## config.mk

```make
export PLATFORM = sky130hd
export DESIGN_NAME = ctl_pins_irq
export DESIGN_NICKNAME = d
export VERILOG_FILES = /design/src/rtl/ctlpin_pkg.sv /design/src/rtl/pin_sync.sv /design/src/rtl/ctl_regs.sv /design/src/rtl/status_irq.sv /design/src/rtl/ctl_pins_irq.sv
export SDC_FILE = /design/constraint.sdc
export NUM_CORES = 1
export LEC_CHECK = 0
export BUFFER_PORTS_ARGS = -buffer_cell sky130_fd_sc_hd__buf_4
export CORE_MARGIN = 8
export CORE_UTILIZATION = 40
export CTS_BUF_LIST = sky130_fd_sc_hd__clkbuf_8 sky130_fd_sc_hd__clkbuf_16
export CTS_CLUSTER_SIZE = 8
export DETAILED_ROUTE_END_ITERATION = 7
export GPL_ROUTABILITY_DRIVEN = 0
export PLACE_DENSITY = 0.66
export RECOVER_POWER = 100
export SYNTH_ARGS = -nofsm -noshare
export SYNTH_HDL_FRONTEND = slang
export SYNTH_HIERARCHICAL = 1
export SYNTH_SLANG_ARGS = --single-unit
```

## constraint.sdc

```tcl
create_clock -name clk -period 1.9 [get_ports clk]
set_clock_uncertainty 0.15 [all_clocks]
set_input_delay 0.285 -clock clk [delete_from_list [all_inputs] [get_ports clk]]
set_output_delay 0.285 -clock clk [all_outputs]
set_load 0.01 [all_outputs]
```

## src/rtl/ctlpin_pkg.sv

```systemverilog
package ctlpin_pkg;

    localparam int NUM_PINS = 2;
    localparam int ADDR_W   = 2;

    localparam logic [ADDR_W-1:0] ADDR_LEVEL  = 2'd0;
    localparam logic [ADDR_W-1:0] ADDR_MODE   = 2'd1;
    localparam logic [ADDR_W-1:0] ADDR_STATUS = 2'd2;

    // Mode register: field order matches its write-data bits.
    typedef struct packed {
        logic irq_en;   // bit 1
        logic hiz;      // bit 0
    } mode_t;

    localparam mode_t MODE_RESET = '{irq_en: 1'b0, hiz: 1'b1};

    // Bits that take part in change detection.
    function automatic logic [NUM_PINS-1:0] pin_change_mask(input mode_t m);
        return {~m.irq_en, 1'b1};
    endfunction

endpackage

```

## src/rtl/pin_sync.sv

```systemverilog
module pin_sync #(
    parameter int WIDTH  = 2,
    parameter int STAGES = 2
) (
    input  logic             clk,
    input  logic             rst,
    input  logic [WIDTH-1:0] d,
    output logic [WIDTH-1:0] q
);
    logic [WIDTH-1:0] stg [STAGES];

    generate
        for (genvar s = 0; s < STAGES; s++) begin : g_stage
            if (s == 0) begin : g_first
                always_ff @(posedge clk) begin
                    if (rst) stg[0] <= '0;
                    else     stg[0] <= d;
                end
            end else begin : g_next
                always_ff @(posedge clk) begin
                    if (rst) stg[s] <= '0;
                    else     stg[s] <= stg[s-1];
                end
            end
        end
    endgenerate

    assign q = stg[STAGES-1];
endmodule

```

## src/rtl/ctl_regs.sv

```systemverilog
module ctl_regs
    import ctlpin_pkg::*;
#(
    parameter int DATA_W = 8
) (
    input  logic                clk,
    input  logic                rst,
    input  logic                wr_en,
    input  logic [ADDR_W-1:0]   wr_addr,
    input  logic [DATA_W-1:0]   wr_data,
    input  logic                rd_en,
    input  logic [ADDR_W-1:0]   rd_addr,
    input  logic [DATA_W-1:0]   status_i,
    output logic [DATA_W-1:0]   rd_data,
    output logic [NUM_PINS-1:0] level_q,
    output mode_t               mode_q,
    output logic                stat_rd
);
    localparam int PAD_W = DATA_W - NUM_PINS;

    always_ff @(posedge clk) begin
        if (rst) begin
            level_q <= '0;
            mode_q  <= MODE_RESET;
        end else if (wr_en) begin
            if (wr_addr == ADDR_LEVEL) level_q <= wr_data[NUM_PINS-1:0];
            if (wr_addr == ADDR_MODE)  mode_q  <= mode_t'(wr_data[1:0]);
        end
    end

    always_comb begin
        rd_data = '0;
        unique case (rd_addr)
            ADDR_LEVEL:  rd_data = {{PAD_W{1'b0}}, level_q};
            ADDR_MODE:   rd_data = {{PAD_W{1'b0}}, mode_q};
            ADDR_STATUS: rd_data = status_i;
            default:     rd_data = '0;
        endcase
    end

    assign stat_rd = rd_en && (rd_addr == ADDR_STATUS);
endmodule

```

## src/rtl/status_irq.sv

```systemverilog
module status_irq
    import ctlpin_pkg::*;
#(
    parameter int DATA_W = 8
) (
    input  logic                       clk,
    input  logic                       rst,
    input  logic [NUM_PINS-1:0]        pins_sync,
    input  logic [NUM_PINS-1:0]        level_q,
    input  mode_t                      mode_q,
    input  logic [DATA_W-NUM_PINS-1:0] ext_status,
    input  logic                       clr,
    output logic [DATA_W-1:0]          status_q,
    output logic                       irq_q,
    output logic                       chg
);
    localparam int EXT_W = DATA_W - NUM_PINS;

    logic [NUM_PINS-1:0] pin_bits;
    logic [DATA_W-1:0]   status_d;
    logic [DATA_W-1:0]   diff_mask;

    always_comb begin
        pin_bits[0] = mode_q.hiz ? pins_sync[0] : level_q[0];
        if (mode_q.irq_en) pin_bits[1] = irq_q;
        else               pin_bits[1] = mode_q.hiz ? pins_sync[1] : level_q[1];
    end

    assign status_d  = {ext_status, pin_bits};
    assign diff_mask = {{EXT_W{1'b1}}, pin_change_mask(mode_q)};
    assign chg       = |((status_d ^ status_q) & diff_mask);

    always_ff @(posedge clk) begin
        if (rst) begin
            status_q <= '0;
            irq_q    <= 1'b0;
        end else begin
            status_q <= status_d;
            irq_q    <= chg | (irq_q & ~clr);
        end
    end
endmodule

```

## src/rtl/ctl_pins_irq.sv

```systemverilog
module ctl_pins_irq
    import ctlpin_pkg::*;
#(
    parameter int DATA_W      = 8,
    parameter int SYNC_STAGES = 2
) (
    input  logic                       clk,
    input  logic                       rst,
    input  logic                       wr_en,
    input  logic [1:0]                 wr_addr,
    input  logic [DATA_W-1:0]          wr_data,
    input  logic                       rd_en,
    input  logic [1:0]                 rd_addr,
    output logic [DATA_W-1:0]          rd_data,
    input  logic [DATA_W-3:0]          ext_status,
    input  logic [1:0]                 pad_in,
    output logic [1:0]                 pad_out,
    output logic [1:0]                 pad_oe
);
    logic [NUM_PINS-1:0] sync_q;
    logic [NUM_PINS-1:0] level_q;
    mode_t               mode_q;
    logic                stat_rd;
    logic [DATA_W-1:0]   status_q;
    logic                irq_q;
    logic                chg;

    pin_sync #(.WIDTH(NUM_PINS), .STAGES(SYNC_STAGES)) u_sync (
        .clk(clk), .rst(rst), .d(pad_in), .q(sync_q)
    );

    ctl_regs #(.DATA_W(DATA_W)) u_regs (
        .clk(clk), .rst(rst),
        .wr_en(wr_en), .wr_addr(wr_addr), .wr_data(wr_data),
        .rd_en(rd_en), .rd_addr(rd_addr),
        .status_i(status_q), .rd_data(rd_data),
        .level_q(level_q), .mode_q(mode_q), .stat_rd(stat_rd)
    );

    status_irq #(.DATA_W(DATA_W)) u_stat (
        .clk(clk), .rst(rst),
        .pins_sync(sync_q), .level_q(level_q), .mode_q(mode_q),
        .ext_status(ext_status), .clr(stat_rd),
        .status_q(status_q), .irq_q(irq_q), .chg(chg)
    );

    assign pad_out[0] = level_q[0];
    assign pad_oe[0]  = ~mode_q.hiz;
    assign pad_out[1] = mode_q.irq_en ? irq_q : level_q[1];
    assign pad_oe[1]  = mode_q.irq_en | ~mode_q.hiz;
endmodule

```

==> out/metrics.cfg, run 1 <==
[sta]
setup_slack_ps = 251.3
max_slew_margin_pct = 49.86
rsz0062_at_grt = false
hold_viol_final = 0
min_period_ps = 1649
finalCritPeriodShare_pct = 86.78
setup_tns_ps = 0
max_slew.worst_pin.slew_ps = 752.1
finalSetupViolations = 0
whs_ps = 90.39
drv_slew = 0
fmax_mhz = 606.5

[setup_path]
start_kind = flop
path_class = reg -> out
path_cells = mux2_1 > buf_4
worstPathRequired_ps = 1460
worstReg2RegStart = u_regs/mode_q[0]
slowest_delay_ps = 470
cp_slowest_cell = dfxtp_1
cp.arrival_ps = 1210
crit_fanout = 8
end_kind = output port
critical_path.startpoint = u_regs/mode_q[1]

[finish]
final_nets = 135
area_growth_pct = 33.28
antenna_cells = 0
multi_input_area_um2 = 430.4
regArea_um2 = 340.3
final_area_mm2 = 0.001052
utilization_pct = 55.33
fin_cells = 137
nFillCells = 186
drive_gt1_share_pct = 26.36

[clock_network]
cts_made_buffers = 3
cts_max_level = 1
cts_sinks = 17
cts_resized = 0
insertion_delay_ps = 250
cts_root_buf = clkbuf_8
cts_hold_buffers = 0
clk_path_buf_depth = 2
cts_setup_buffers = 0
cts_tree = yes
clk_pin_slew_ps = 70

[logic_synthesis]
synth-seq-cells = 17
ys_async_sr_fraction_pct = 0
avgSynthCellArea_um2 = 10.25
netlist.area_leader.share_pct = 43.11
synth_area_leaders = dfxtp_1, nor2b_1, mux2i_1
synth_top_area_cell = dfxtp_1
yosysWarnings = 6
seq_area_frac_synth_pct = 43.11
synthTopCellsByCount = dfxtp_1, nor2b_1, mux2i_1
synth_edf_count = 0
synth_area_um2 = 789.5
syn_nets = 101
synth-main-ff-cell = dfxtp_1
synth_cell_types = 18
synth_most_common_cell = dfxtp_1
synth_cells = 77

[floorplanning]
start_util_pct = 41.51
die_area_mm2 = 0.003651
rows = 16
design.core.area_mm2 = 0.001902
die_w_um = 60.43
io_pins = 36
die_h_um = 60.43

[global_route]
antenna_found_initial = 0
grt_pass1_vias = 633
grt_max_degree = 21
gr-total-overflow = 0
grt_use_total_pct = 9.542
grt_pass1_wl_mm = 2.656

[route]
routed_wl_mm = 1.654
route.met3.wl_um = 123
drt_first_pass_iters = 2
wl_met1_um = 735
num_vias = 613
wl_per_cell_um = 12.07
dr_wl_met2_um = 785
final_antenna_net_count = 0
top_layer_used = met4
routed_via_density = 4.474
drtIter0Drc = 7
drc = 0

[placement]
dp.cells = 133
io_buffer_count = 29
place_area_mm2 = 0.001041
post-place-ws_ps = 354.3
dp_hpwl_mm = 1.298

[run_status]
status = finished, final reports clean

[pwr]
power.density_mw_per_mm2 = 718.6
peakVddDrop_mv = 0.4955
static-leakage-power_nw = 0.4818
fin_total_pwr_mw = 0.7561

[job]
drv_cap = 0

[worst_hold_path]
hold_class = in -> reg
holdCritStartpoint = pad_in[1]

worst max-delay path, delay by kind of cell (launching register included):
family,cells,cell delay (ps)
DFF,1,470
muxes,1,350
buffers and inverters,1,150
worst paths after layout:
path	to	slack, ps	cells after the start
max reg2reg	u_stat/irq_q	380	4
max	pad_out[1]	250	2
min	u_sync/stg[0][1]	90	2
min reg2reg	u_sync/stg[1][0]	290	1
layer usage:
| metal | vias to the layer above | GRT usage (%) |
|---|---|---|
| met5 | - | 0 |
| met4 | 0 | 3.987 |
| met2 | 15 | 14.79 |
| met3 | 2 | 4.449 |
| li1 | 319 | - |
| met1 | 277 | 11.06 |
where the power goes:
part | internal, mW | leakage (nW) | switching, mW
clock network | 0.147 | 0.0217 | 0.120
registers | 0.373 | 0.140 | 0.0110
logic | 0.0592 | 0.320 | 0.0454
total | 0.579 | 0.482 | 0.177
layout make-up:
cell class / count / share of cell area, %
multi-input cells: 59 / 40.90
flip-flops and latches: 17 / 32.34
repair buffers: 29 / 18.55
clock buffers: 3 / 3.924
well taps: 27 / 3.210
clock inverters: 1 / 0.7134
inverters: 1 / 0.3567
logic make-up after synthesis:
| family | after synthesis | synth area share [%] |
|---|---|---|
| and+or+nand+nor | 38 | 30.75 |
| DFF | 17 | 43.11 |
| muxes | 10 | 13.79 |
| xor gates and xnor gates | 7 | 7.766 |
| AOI/OAI and AO/OA | 4 | 4.120 |
| buffers and inverters | 1 | 0.4750 |
flip-flops by register name, indices dropped and copies added (netlist names):
register / cells
u_regs/level_q: 2
u_regs/mode_q: 2
u_stat/irq_q: 1
u_sync/stg: 4
u_stat/status_q: 8
layout by cell type, fill, tap and decap left out, drive strengths merged:
master / count
a21oi: 1
and2: 7
and3b: 1
buf: 23
clkbuf: 9
clkinvlp: 1
dfxtp: 17
inv: 1
mux2: 1
mux2i: 9
nand2b: 6
nand4: 1
nor2: 7
nor2b: 14
nor3b: 1
nor4: 1
o21ba: 1
o2bb2ai: 2
xor2: 7
(Power assumes the default switching activity.)
==> run 2: changes to the inputs <==
--- a/config.mk
+++ b/config.mk
@@ -12,6 +12,7 @@
 export CTS_CLUSTER_SIZE = 8
 export DETAILED_ROUTE_END_ITERATION = 7
 export GPL_ROUTABILITY_DRIVEN = 0
+export GPL_TIMING_DRIVEN = 0
 export PLACE_DENSITY = 0.66
 export RECOVER_POWER = 100
 export SYNTH_ARGS = -nofsm -noshare
==> run 2 against run 1 <==
  * Register-to-register slack worse by 70 ps
  * Die area unchanged
  * Critical path depth unchanged
  * Flip-flop and latch count unchanged
  * Global-route usage down 0.35 points
  * Maximum frequency up 0.56%
  * Combinational power about the same
  * Sequential power about the same
  * Via count down 1.5%
  * First-iteration DRC count down 14%
  * Worst hold slack better by 8.0 ps
  * Critical path type unchanged
==> out/metrics.cfg, run 2 (synthesized netlist as in run 1, its figures left out) <==
[run_status]
status = finished, final reports clean  ; unchanged

[clock_network]
cts_setup_buffers = 0  ; unchanged
cts_tree = yes  ; unchanged
clk_pin_slew_ps = 60  ; was 70 ps
cts_made_buffers = 3  ; unchanged
insertion_delay_ps = 240  ; was 250 ps
cts_sinks = 17  ; unchanged
cts_root_buf = clkbuf_8  ; unchanged
cts_resized = 0  ; unchanged
cts_hold_buffers = 0  ; unchanged
cts_max_level = 1  ; unchanged
clk_path_buf_depth = 2  ; unchanged

[pwr]
p_int_mw = 0.5755  ; was 0.5794 mW
power.density_mw_per_mm2 = 705.2  ; was 718.6 mW/mm²
static-leakage-power_nw = 0.4814  ; was 0.4818 nW
share_comb_of_total_power_pct = 14.0  ; was 13.8%
switching_share_pct = 22.44  ; was 23.37%
peakVddDrop_mv = 0.3886  ; was 0.4955 mV
seqPwrFrac_pct = 51.8  ; was 50.8%
p_sw_mw = 0.1665  ; was 0.1767 mW
fin_total_pwr_mw = 0.7420  ; was 0.7561 mW
clockPowerShare_pct = 34.1  ; was 35.4%

[sta]
finalCritPeriodShare_pct = 86.29  ; was 86.78%
max_slew.worst_pin.slew_ps = 784.9  ; was 752.1 ps
max_slew_margin_pct = 47.67  ; was 49.86%
min_period_ps = 1640  ; was 1649 ps
setup_tns_ps = 0  ; unchanged
rsz0062_at_grt = false  ; unchanged
hold_viol_final = 0  ; unchanged
fmax_mhz = 609.9  ; was 606.5 MHz
drv_slew = 0  ; unchanged
finalSetupViolations = 0  ; unchanged

[finish]
area_growth_pct = 33.28  ; unchanged
top_register = u_stat/status_q  ; unchanged
top_regs = u_stat/status_q: 8 flops, u_sync/stg: 4 flops  ; unchanged
mostFrequentLayoutCells = buf_4, dfxtp_1, nor2b_1, mux2i_1  ; unchanged
antenna_cells = 0  ; unchanged
largest_reg_flops = 8  ; unchanged
fin_cells = 137  ; unchanged
final_nets = 135  ; unchanged
final_common_cell = buf_4  ; unchanged
drive_gt1_share_pct = 26.36  ; unchanged
nFillCells = 198  ; was 186

[route]
drtIter0Drc = 6  ; was 7
drt_first_pass_iters = 4  ; was 2
num_vias = 604  ; was 613
wl_per_cell_um = 11.76  ; was 12.07 µm
routed_via_density = 4.409  ; was 4.474
routed_wl_mm = 1.611  ; was 1.654 mm
final_antenna_net_count = 0  ; unchanged
drc = 0  ; unchanged

[global_route]
gr-total-overflow = 0  ; unchanged
grt_max_degree = 21  ; unchanged
grt_use_total_pct = 9.193  ; was 9.542%
antenna_found_initial = 0  ; unchanged
grt_pass1_vias = 623  ; was 633
grt_pass1_wl_mm = 2.594  ; was 2.656 mm

[setup_path]
cp.arrival_ps = 1200  ; was 1210 ps
slowest_delay_ps = 460  ; was 470 ps
crit_fanout = 8  ; unchanged
end_kind = output port  ; unchanged
path_cells = mux2_1 > buf_4  ; unchanged
start_kind = flop  ; unchanged
path_class = reg -> out  ; unchanged
worstPathRequired_ps = 1460  ; about the same
cp_slowest_cell = dfxtp_1  ; unchanged

[placement]
dp.cells = 133  ; unchanged
dp_hpwl_mm = 1.236  ; was 1.298 mm
io_buffer_count = 29  ; unchanged

[floorplanning]
start_util_pct = 41.51  ; unchanged
rows = 16  ; unchanged
die_area_mm2 = 0.003651  ; unchanged
design.core.area_mm2 = 0.001902  ; unchanged
io_pins = 36  ; unchanged
die_w_um = 60.43  ; unchanged
die_h_um = 60.43  ; unchanged

[worst_hold_path]
hold_class = in -> reg  ; unchanged

[job]
drv_cap = 0  ; unchanged

==> run 2: layout make-up <==
cell class	instances	area, µm²	area share [%]
timing repair buffer	29	195.2	18.55
clock buffer	3	41.29	3.924
sequential	17	340.3	32.34
inverter	1	3.754	0.3567
multi-input combinational	59	434.2	41.26
tap	27	33.78	3.210
clock inverter	1	3.754	0.3567
==> run 2: layer usage <==
| metal | routed length [µm] | vias up | GRT usage, % |
|---|---|---|---|
| li1 | - | 322 | - |
| met1 | 745 | 265 | 10.68 |
| met2 | 768 | 15 | 14.63 |
| met3 | 87 | 2 | 3.602 |
| met4 | 10 | 0 | 3.987 |
| met5 | 0 | - | 0 |
==> run 2: path summary, 6_finish.rpt <==
| path | startpoint | endpoint | slack, ps | cells after the start |
|---|---|---|---|---|
| worst max-delay path | u_regs/mode_q[1] | pad_out[1] | 260 | 2 |
| worst min-delay path | pad_in[1] | u_sync/stg[0][1] | 100 | 2 |
| worst max register to register | u_regs/mode_q[0] | u_stat/irq_q | 310 | 4 |
| worst min register to register | u_sync/stg[0][0] | u_sync/stg[1][0] | 290 | 1 |
==> run 2: power by group through the flow <==
stage                     combinational [mW]  clock, mW  sequential (mW)
after floorplan                       0.0550          0            0.390
after global placement                 0.111          0            0.392
after detailed placement               0.113          0            0.393
after CTS                              0.114      0.265            0.385
after global routing                   0.116      0.276            0.387
final                                  0.104      0.253            0.385
==> run 2: metrics by stage <==
stage               util, %  hold WS (ps)  instance area (µm²)  setup slack, ps
CTS                   57.11         97.10                 1086            280.0
global route          55.33         123.1                 1052            186.5
floorplan                 -         206.6                789.5            501.9
global placement      54.74         268.7                 1041            353.7
finish                55.33         98.40                 1052            260.4
detailed placement    54.74         273.9                 1041            323.6
==> run 2: critical path: cells and delay by family, from the launching register on <==
kind / cells / cell delay (ps)
buffers and inverters: 1 / 150
multiplexers: 1 / 350
flip-flops: 1 / 460
